<file path="config.mk">
export PLATFORM = sky130hd
export DESIGN_NAME = radio_bus_slave
export DESIGN_NICKNAME = d
export VERILOG_FILES = /design/src/rtl/radio_bus_pkg.sv /design/src/rtl/rbs_decode.sv /design/src/rtl/rbs_regs.sv /design/src/rtl/rbs_readmux.sv /design/src/rtl/radio_bus_slave.sv
export SDC_FILE = /design/constraint.sdc
export NUM_CORES = 1
export LEC_CHECK = 0
export ABC_AREA = 1
export CAP_MARGIN = 20
export CORE_MARGIN = 10
export CORE_UTILIZATION = 35
export DETAILED_ROUTE_END_ITERATION = 8
export DONT_BUFFER_PORTS = 1
export PLACE_DENSITY_LB_ADDON = 0.15
export REMOVE_ABC_BUFFERS = 1
export SKIP_CTS_REPAIR_TIMING = 1
export SLEW_MARGIN = 20
export SYNTH_ARGS = -nofsm -noshare
export SYNTH_HDL_FRONTEND = slang
export SYNTH_SLANG_ARGS = --single-unit
</file>
<file path="constraint.sdc">
create_clock -name clk -period 1.42 [get_ports clk]
set_clock_uncertainty 0.05 [all_clocks]
set_input_delay 0.071 -clock clk [delete_from_list [all_inputs] [get_ports clk]]
set_output_delay 0.071 -clock clk [all_outputs]
set_load 0.02 [all_outputs]
</file>
<file path="src/rtl/radio_bus_pkg.sv">
package radio_bus_pkg;

    localparam int ADDR_W = 3;
    localparam int ACK_W  = 3;

    localparam logic [ADDR_W-1:0] REG_TX_BYTE = 3'd0;
    localparam logic [ADDR_W-1:0] REG_TX_CTL  = 3'd1;
    localparam logic [ADDR_W-1:0] REG_RX_BYTE = 3'd2;
    localparam logic [ADDR_W-1:0] REG_RX_CTL  = 3'd3;
    localparam logic [ADDR_W-1:0] REG_SER_CFG = 3'd4;

    localparam logic [1:0]       SIZE_BYTE = 2'd1;
    localparam logic [ACK_W-1:0] ACK_BYTE  = 3'b101;
    localparam logic [ACK_W-1:0] ACK_IDLE  = 3'b111;

    typedef enum logic [1:0] {
        ST_IDLE,
        ST_ACK,
        ST_HOLD
    } xfer_state_t;

    typedef struct packed {
        logic              take;
        logic              rd;
        logic              byte_sz;
        logic [ADDR_W-1:0] addr;
    } xfer_t;

    function automatic logic is_write_to(xfer_t x, logic [ADDR_W-1:0] a);
        return x.take && !x.rd && x.byte_sz && (x.addr == a);
    endfunction

    function automatic logic is_read_of(xfer_t x, logic [ADDR_W-1:0] a);
        return x.take && x.rd && (x.addr == a);
    endfunction

endpackage

</file>
<file path="src/rtl/rbs_decode.sv">
module rbs_decode
    import radio_bus_pkg::*;
(
    input  logic              clk,
    input  logic              rst,
    input  logic              sel_n,
    input  logic              strobe_n,
    input  logic [1:0]        size,
    input  logic              rd,
    input  logic [ADDR_W-1:0] addr,
    output xfer_t             xfer,
    output logic [ACK_W-1:0]  ack_n
);

    xfer_state_t state, state_nx;
    logic start;

    assign start = (state == ST_IDLE) && !sel_n && !strobe_n;

    always_comb begin
        xfer.take    = start;
        xfer.rd      = rd;
        xfer.byte_sz = (size == SIZE_BYTE);
        xfer.addr    = addr;
    end

    always_comb begin
        state_nx = state;
        case (state)
            ST_IDLE: if (start)    state_nx = ST_ACK;
            ST_ACK:                state_nx = ST_HOLD;
            ST_HOLD: if (strobe_n) state_nx = ST_IDLE;
            default:               state_nx = ST_IDLE;
        endcase
    end

    always_ff @(posedge clk) begin
        if (rst) state <= ST_IDLE;
        else     state <= state_nx;
    end

    assign ack_n = (state == ST_ACK) ? ACK_BYTE : ACK_IDLE;

    assert_ack_code_R1: assert property (@(posedge clk) disable iff (rst)
        (ack_n == ACK_BYTE) || (ack_n == ACK_IDLE));
    assert_ack_prompt_R1: assert property (@(posedge clk) disable iff (rst)
        start |=> (ack_n == ACK_BYTE));
    assert_ack_single_R2: assert property (@(posedge clk) disable iff (rst)
        (ack_n == ACK_BYTE) |=> (ack_n == ACK_IDLE));

endmodule

</file>
<file path="src/rtl/rbs_regs.sv">
module rbs_regs
    import radio_bus_pkg::*;
#(
    parameter int BYTE_W = 8
) (
    input  logic              clk,
    input  logic              rst,
    input  xfer_t             xfer,
    input  logic [BYTE_W-1:0] wbyte,
    input  logic              tx_done,
    input  logic              rx_valid,
    input  logic [BYTE_W-1:0] rx_byte,
    output logic [BYTE_W-2:0] tx_cfg,
    output logic [BYTE_W-2:0] rx_cfg,
    output logic [BYTE_W-1:0] ser_cfg,
    output logic [BYTE_W-1:0] tx_hold,
    output logic [BYTE_W-1:0] rx_hold,
    output logic              busy,
    output logic              ready,
    output logic              tx_load
);

    logic wr_tx, wr_txc, wr_rxc, wr_ser, rd_rx;

    assign wr_tx  = is_write_to(xfer, REG_TX_BYTE);
    assign wr_txc = is_write_to(xfer, REG_TX_CTL);
    assign wr_rxc = is_write_to(xfer, REG_RX_CTL);
    assign wr_ser = is_write_to(xfer, REG_SER_CFG);
    assign rd_rx  = is_read_of(xfer, REG_RX_BYTE);

    always_ff @(posedge clk) begin
        if (rst) begin
            tx_cfg  <= '0;
            rx_cfg  <= '0;
            ser_cfg <= '0;
            tx_hold <= '0;
            tx_load <= 1'b0;
        end else begin
            tx_load <= wr_tx;
            if (wr_tx)  tx_hold <= wbyte;
            if (wr_txc) tx_cfg  <= wbyte[BYTE_W-2:0];
            if (wr_rxc) rx_cfg  <= wbyte[BYTE_W-2:0];
            if (wr_ser) ser_cfg <= wbyte;
        end
    end

    always_ff @(posedge clk) begin
        if (rst)          busy <= 1'b0;
        else if (wr_tx)   busy <= 1'b1;
        else if (tx_done) busy <= 1'b0;
    end

    always_ff @(posedge clk) begin
        if (rst) begin
            ready   <= 1'b0;
            rx_hold <= '0;
        end else if (rx_valid) begin
            ready   <= 1'b1;
            rx_hold <= rx_byte;
        end else if (rd_rx) begin
            ready   <= 1'b0;
        end
    end

    assert_busy_set_R5: assert property (@(posedge clk) disable iff (rst)
        wr_tx |=> (busy && tx_load));
    assert_ready_set_R6: assert property (@(posedge clk) disable iff (rst)
        rx_valid |=> ready);
    assert_load_pulse_R5: assert property (@(posedge clk) disable iff (rst)
        tx_load |=> !tx_load);

endmodule

</file>
<file path="src/rtl/rbs_readmux.sv">
module rbs_readmux
    import radio_bus_pkg::*;
#(
    parameter int DATA_W = 32,
    parameter int BYTE_W = 8
) (
    input  logic              clk,
    input  logic              rst,
    input  xfer_t             xfer,
    input  logic [BYTE_W-2:0] tx_cfg,
    input  logic [BYTE_W-2:0] rx_cfg,
    input  logic [BYTE_W-1:0] ser_cfg,
    input  logic [BYTE_W-1:0] tx_hold,
    input  logic [BYTE_W-1:0] rx_hold,
    input  logic              busy,
    input  logic              ready,
    output logic [DATA_W-1:0] rdata
);

    localparam int PAD_W = DATA_W - BYTE_W;

    logic [BYTE_W-1:0] sel_byte;

    always_comb begin
        case (xfer.addr)
            REG_TX_BYTE: sel_byte = tx_hold;
            REG_TX_CTL:  sel_byte = {busy, tx_cfg};
            REG_RX_BYTE: sel_byte = rx_hold;
            REG_RX_CTL:  sel_byte = {ready, rx_cfg};
            REG_SER_CFG: sel_byte = ser_cfg;
            default:     sel_byte = '0;
        endcase
    end

    always_ff @(posedge clk) begin
        if (rst)                     rdata <= '0;
        else if (xfer.take && xfer.rd) rdata <= {sel_byte, {PAD_W{1'b0}}};
    end

    assert_lane_clear_R3: assert property (@(posedge clk) disable iff (rst)
        (xfer.take && xfer.rd) |=> (rdata[PAD_W-1:0] == '0));

endmodule

</file>
<file path="src/rtl/radio_bus_slave.sv">
module radio_bus_slave
    import radio_bus_pkg::*;
#(
    parameter int DATA_W = 32,
    parameter int BYTE_W = 8
) (
    input  logic              clk,
    input  logic              rst,
    input  logic              sel_n,
    input  logic              strobe_n,
    input  logic [1:0]        size,
    input  logic              rd,
    input  logic [ADDR_W-1:0] addr,
    input  logic [DATA_W-1:0] wdata,
    output logic [DATA_W-1:0] rdata,
    output logic [ACK_W-1:0]  ack_n,
    output logic              lerr_n,
    output logic              tx_enable,
    output logic [BYTE_W-1:0] tx_byte,
    output logic              tx_load,
    input  logic              tx_done,
    input  logic [BYTE_W-1:0] rx_byte,
    input  logic              rx_valid,
    output logic [BYTE_W-1:0] serial_cfg
);

    xfer_t             xfer;
    logic [BYTE_W-2:0] tx_cfg, rx_cfg;
    logic [BYTE_W-1:0] rx_hold;
    logic              busy, ready;

    rbs_decode u_decode (
        .clk(clk), .rst(rst), .sel_n(sel_n), .strobe_n(strobe_n),
        .size(size), .rd(rd), .addr(addr), .xfer(xfer), .ack_n(ack_n)
    );

    rbs_regs #(.BYTE_W(BYTE_W)) u_regs (
        .clk(clk), .rst(rst), .xfer(xfer),
        .wbyte(wdata[DATA_W-1 -: BYTE_W]),
        .tx_done(tx_done), .rx_valid(rx_valid), .rx_byte(rx_byte),
        .tx_cfg(tx_cfg), .rx_cfg(rx_cfg), .ser_cfg(serial_cfg),
        .tx_hold(tx_byte), .rx_hold(rx_hold), .busy(busy), .ready(ready),
        .tx_load(tx_load)
    );

    rbs_readmux #(.DATA_W(DATA_W), .BYTE_W(BYTE_W)) u_readmux (
        .clk(clk), .rst(rst), .xfer(xfer), .tx_cfg(tx_cfg), .rx_cfg(rx_cfg),
        .ser_cfg(serial_cfg), .tx_hold(tx_byte), .rx_hold(rx_hold),
        .busy(busy), .ready(ready), .rdata(rdata)
    );

    assign lerr_n    = 1'b1;
    assign tx_enable = tx_cfg[BYTE_W-2];

endmodule

</file>
* Word-level counts from Yosys, hierarchy flattened *
Index checks and enable logic that the tools add are counted.

word-level totals
  output and inout bits = 54
  flip-flop bits (word level) = 51

cells by class
  reduce and logical (&&, ||, !) cells = 18
  mux-type cells = 9
  equal/unequal tests = 9

operators with widths
  cell                count
  $pmux 8 s5          1
  $logic_and 1x1->1   10
  $eq 3x2->1 const B  2
  $mux 2              3
  $pmux 2 s3          1
  $eq 2x1->1 const B  2
  $mux 1              4
  $reduce_bool 2->1   2
  $eq 3x1->1 const B  1
  $eq 3x3->1 const B  1
  $logic_not 1->1     3
  $logic_not 3->1     1
  $eq 2x2->1 const B  1
  $logic_not 2->1     1
  $ne 2x1->1 const B  1
  $ne 2x2->1 const B  1
  $reduce_and 2->1    1

* Longest topological paths before layout *
  depth after elaboration = 7
  depth in mapped cells = 9

* Hierarchy *
From an unflattened synthesis, not the netlist that was laid out.

second synthesis, totals
  cell total of the unflattened synthesis = 383
  area, all modules = 2732.6 µm²

modules (own cells, without submodules)
  module           cells each  area an instance (µm²)  instances  sequential area each (µm²)
  rbs_regs         234         1690.4                  1          820.8
  rbs_readmux      126         885.8                   1          160.2
  rbs_decode       21          145.1                   1          40.0
  radio_bus_slave  2           11.3                    1          0.0

* Worst setup path before layout *
OpenSTA, ideal clock, no wires.

  path kind = register to register
  start point = register u_decode.state[0]
  end point = register u_regs.ser_cfg[2]
  path slack = 0.173 ns
  period minus slack after synthesis = 1.247 ns
  cell stages (with the launch flop) = 8
  data required time = 1.254 ns
  buffers on the path = 1
  arrival time = 1.081 ns
  path through = dfxtp_1 > nor2_4 > nand3_4 > nor2_8 > nand2_1 > buf_6 > o21ai_1 > a21oi_1

on the way
  cells in the longest elaborated chain, start to end = 6

RTL lines
  what                             RTL line             RTL
  start, declared                  rbs_decode.sv:15     xfer_state_t state, state_nx;
  start signal, assigned           rbs_decode.sv:39     else state <= state_nx;
  $logic_not 2->1                  rbs_decode.sv:18     assign start = (state == ST_IDLE) && !sel_n && !strobe_n;
  $logic_and 1x1->1 (2 in series)  rbs_decode.sv:18
  $logic_and 1x1->1 (3 in series)  radio_bus_pkg.sv:30  return x.take && !x.rd && x.byte_sz && (x.addr == a);
  end signal, assigned             rbs_regs.sv:43       if (wr_ser) ser_cfg <= wbyte;
  end, declared                    rbs_regs.sv:15       output logic [BYTE_W-1:0] ser_cfg,

No other way between the ends.
A chain may end at the register's enable or synchronous reset.

* Worst setup path in the final report *
  start point = register u_decode.state[0]
  end point = register u_regs.tx_cfg[6]

on the way
  cells in the longest elaborated chain, start to end = 6

RTL lines
  what                             RTL line             RTL
  $logic_not 2->1                  rbs_decode.sv:18
  $logic_and 1x1->1 (2 in series)  rbs_decode.sv:18
  $logic_and 1x1->1 (3 in series)  radio_bus_pkg.sv:30
  end signal, assigned             rbs_regs.sv:41       if (wr_txc) tx_cfg <= wbyte[BYTE_W-2:0];
  end, declared                    rbs_regs.sv:13       output logic [BYTE_W-2:0] tx_cfg,

No other way between the ends.

==> results.cfg <==
[detailed_routing]
drt-wirelength-per-cell_um = 16.0
first_iter_violations = 112
drtPass1Iterations = 4
viasPerCell = 4.88
wl_um = 7450
drtAntennaViolNets = 0
vias = 2270
drc = 0

[floorplanning]
fp-row-count = 30
io_pins = 106
core_um2 = 6910
dieArea_um2 = 11000
dieHeight_um = 105
initial_core_util_pct = 36.7
die_w_um = 105

[critical_path]
rrSetupSlack_ns = 0.06
worst_ep_arrival_time_ns = 1.50
r2r_start = u_decode.state[0]
cp-endpoint = u_regs.tx_cfg[6]
criticalPathCategory = reg -> reg
endpoint_kind = flip-flop
crit_start = u_decode.state[0]
path_max_fanout = 14
crit_required_ns = 1.56
worstSetupStartpointType = flip-flop
worstReg2RegEnd = u_regs.tx_cfg[6]
r2r_cells = 6

[synthesis]
synth_edf_count = 0
synthArstFlopShare_pct = 0
syn_avg_cell_area_um2 = 7.67
synth_area_um2 = 2530
ys_seq_area_share_pct = 40.3
ys_ff_latch = 51
ys_types = 27
yosys_most_used_dff = dfxtp_1
yosys_warnings = 0
synth_cells = 330

[clock_network]
cts_root_buffer = clkbuf_8
cts_tree = done
cts.sinks = 51
cts_max_level = 2
path_clk_slew_ns = 0.09
numCtsBuffers = 5
clk_latency_ns = 0.30
clockBufferDepth = 2

[sta]
final_hold_viol_count = 4
worst_slew_pin_slew_ns = 0.531
min_period_ns = 1.36
fmax_mhz = 735
fin_crit_sh_pct = 95.8
rsz0062_at_grt = yes
setup_ws_ns = 0.0593
relSlewSlack_pct = 64.5
setup_viol = 0
drv_slew = 0
tns_ns = 0
holdWs_ns = -0.0178

[place]
pre_cts_ws_ns = -0.0321
placed_area_um2 = 2610
place_congestion = 0.794
hpwl_um = 5340
portBuffers = 0

[pwr]
p_switching_mw = 0.706
p_int_mw = 2.25
swShare_pct = 23.9
power.density_nw_per_um2 = 979
power.share.combinational_pct = 10.4
p_clk_share_pct = 40.1
power.static_leakage_nw = 1.20
peakVddDrop_uv = 536
p_seq_share_pct = 49.5

[layout]
drive_above_1_share_pct = 16.5
antenna_cells = 0
syn_to_final_growth_pct = 19.3
design_area_um2 = 3020
final_nets = 420

[global_route]
grt_pass1_wl_um = 11300
grt_pass1_vias = 2163
grtUsageTotal_pct = 12.6
overflow = 0
antenna_found_initial = 0
grt_max_degree = 35

[run]
drv_cap = 0

[outcome]
status = finished, violations left
violations = negative hold slack

[hold_path]
min_path_type = in -> reg
## metal layers
metal / routed length [um] / part of all wire, % / vias up / global-route usage (%)
li1: - / - / 1131 / -
met3: 711 / 9.5 / 2 / 6.33
met4: 23 / 0.31 / 0 / 2.84
met1: 3350 / 45 / 1061 / 15.2
met2: 3360 / 45 / 76 / 19.6
met5: 0 / 0 / - / 0
## through the flow
stage | total power, mW | instances | util [%] | hold slack (ns)
floorplan | 1.66 | 312 | - | 0.0834
global placement | 1.71 | 433 | 37.8 | 0.0965
detailed placement | 1.71 | 433 | 37.8 | 0.0987
CTS | 2.89 | 441 | 39.7 | -0.232
global route | 3.08 | 465 | 43.7 | -0.0201
finish | 2.96 | 465 | 43.7 | -0.0178
## sequential cells by signal, indices dropped and copies added (netlist names)
name	flops
u_regs.tx_cfg	7
u_readmux.rdata	8
u_regs.busy	1
u_regs.tx_hold	8
u_regs.rx_hold	8
u_regs.ser_cfg	8
u_regs.rx_cfg	7
u_regs.ready	1
u_decode.state	2
u_regs.tx_load	1
## synth_stat cells (2+ instances only)
library cell	number	area share (%)
buf_2	2	0.40
a21oi_1	40	7.9
inv_2	5	0.74
clkbuf_1	5	0.74
o21ai_1	5	0.99
dfxtp_1	51	40
buf_6	7	3.1
conb_1	2	0.30
a21oi_2	2	0.69
nor3_4	2	1.3
inv_1	19	2.8
nand3_1	38	7.5
nor2_4	2	0.89
nor2_1	25	3.7
nand4_1	15	3.7
nand2_2	3	0.74
o21ai_0	25	4.9
nand2_1	44	6.5
buf_4	29	8.6
nand3_4	2	1.4
## power groups by stage
| stage | Combinational [mW] | Clock [mW] | Sequential (mW) |
|---|---|---|---|
| final | 0.307 | 1.19 | 1.47 |
| after global routing | 0.337 | 1.27 | 1.47 |
| after CTS | 0.212 | 1.22 | 1.47 |
| after detailed placement | 0.212 | 0 | 1.50 |
| after global placement | 0.211 | 0 | 1.50 |
| after floorplan | 0.165 | 0 | 1.50 |
## area by class of cell
type / count / area, um^2
Timing Repair Buffer: 49 / 442
Tap cell: 96 / 120
Multi-Input combinational cell: 235 / 1200
Inverter: 26 / 100
Clock inverter: 2 / 60.1
Clock buffer: 6 / 72.6
Sequential cell: 51 / 1020
Fill cell: 733 / 3890
## worst max-delay path, cell delays in order, from the launching register on
cell and delay [ns]:
dfxtp_2 0.35, nor2_4 0.13, nand3_4 0.11, nor2_8 0.21, nand2_4 0.16, o21ai_0 0.18
a21oi_1 0.06
## layout by cell type (no fill, tap or decap), types with 5 or more instances in the layout
| cell | instances |
|---|---|
| nand3_1 | 38 |
| inv_2 | 5 |
| clkbuf_8 | 5 |
| o21ai_0 | 24 |
| buf_4 | 26 |
| conb_1 | 27 |
| a21oi_1 | 40 |
| dlygate4sd3_1 | 20 |
| nand2_1 | 42 |
| nand4_1 | 15 |
| nor2_1 | 25 |
| o21ai_1 | 6 |
| dfxtp_1 | 50 |
| inv_1 | 19 |
## worst min-delay path by stage
stage / end / start / slack [ns] / cells past startpoint
2_1_floorplan: u_regs.busy / rst / 0.08 / 1
3_3_place_gp: u_regs.busy / rst / 0.1 / 1
3_5_place_dp: u_regs.tx_hold[7] / rst / 0.1 / 1
4_1_cts: u_regs.rx_cfg[2] / rst / -0.23 / 1
5_1_grt: u_decode.state[0] / strobe_n / -0.02 / 4
6_report: u_decode.state[0] / strobe_n / -0.02 / 4
## logic make-up (layout without fill, tap and decap cells)
logic type	after synthesis	count (layout)	synth area share (%)
other cells	2	27	0.297
simple gates	135	135	27.7
compound gates	73	73	14.9
buf+inv	69	83	16.8
flops	51	51	40.3
Note: power is estimated with default switching activity, not from simulation.
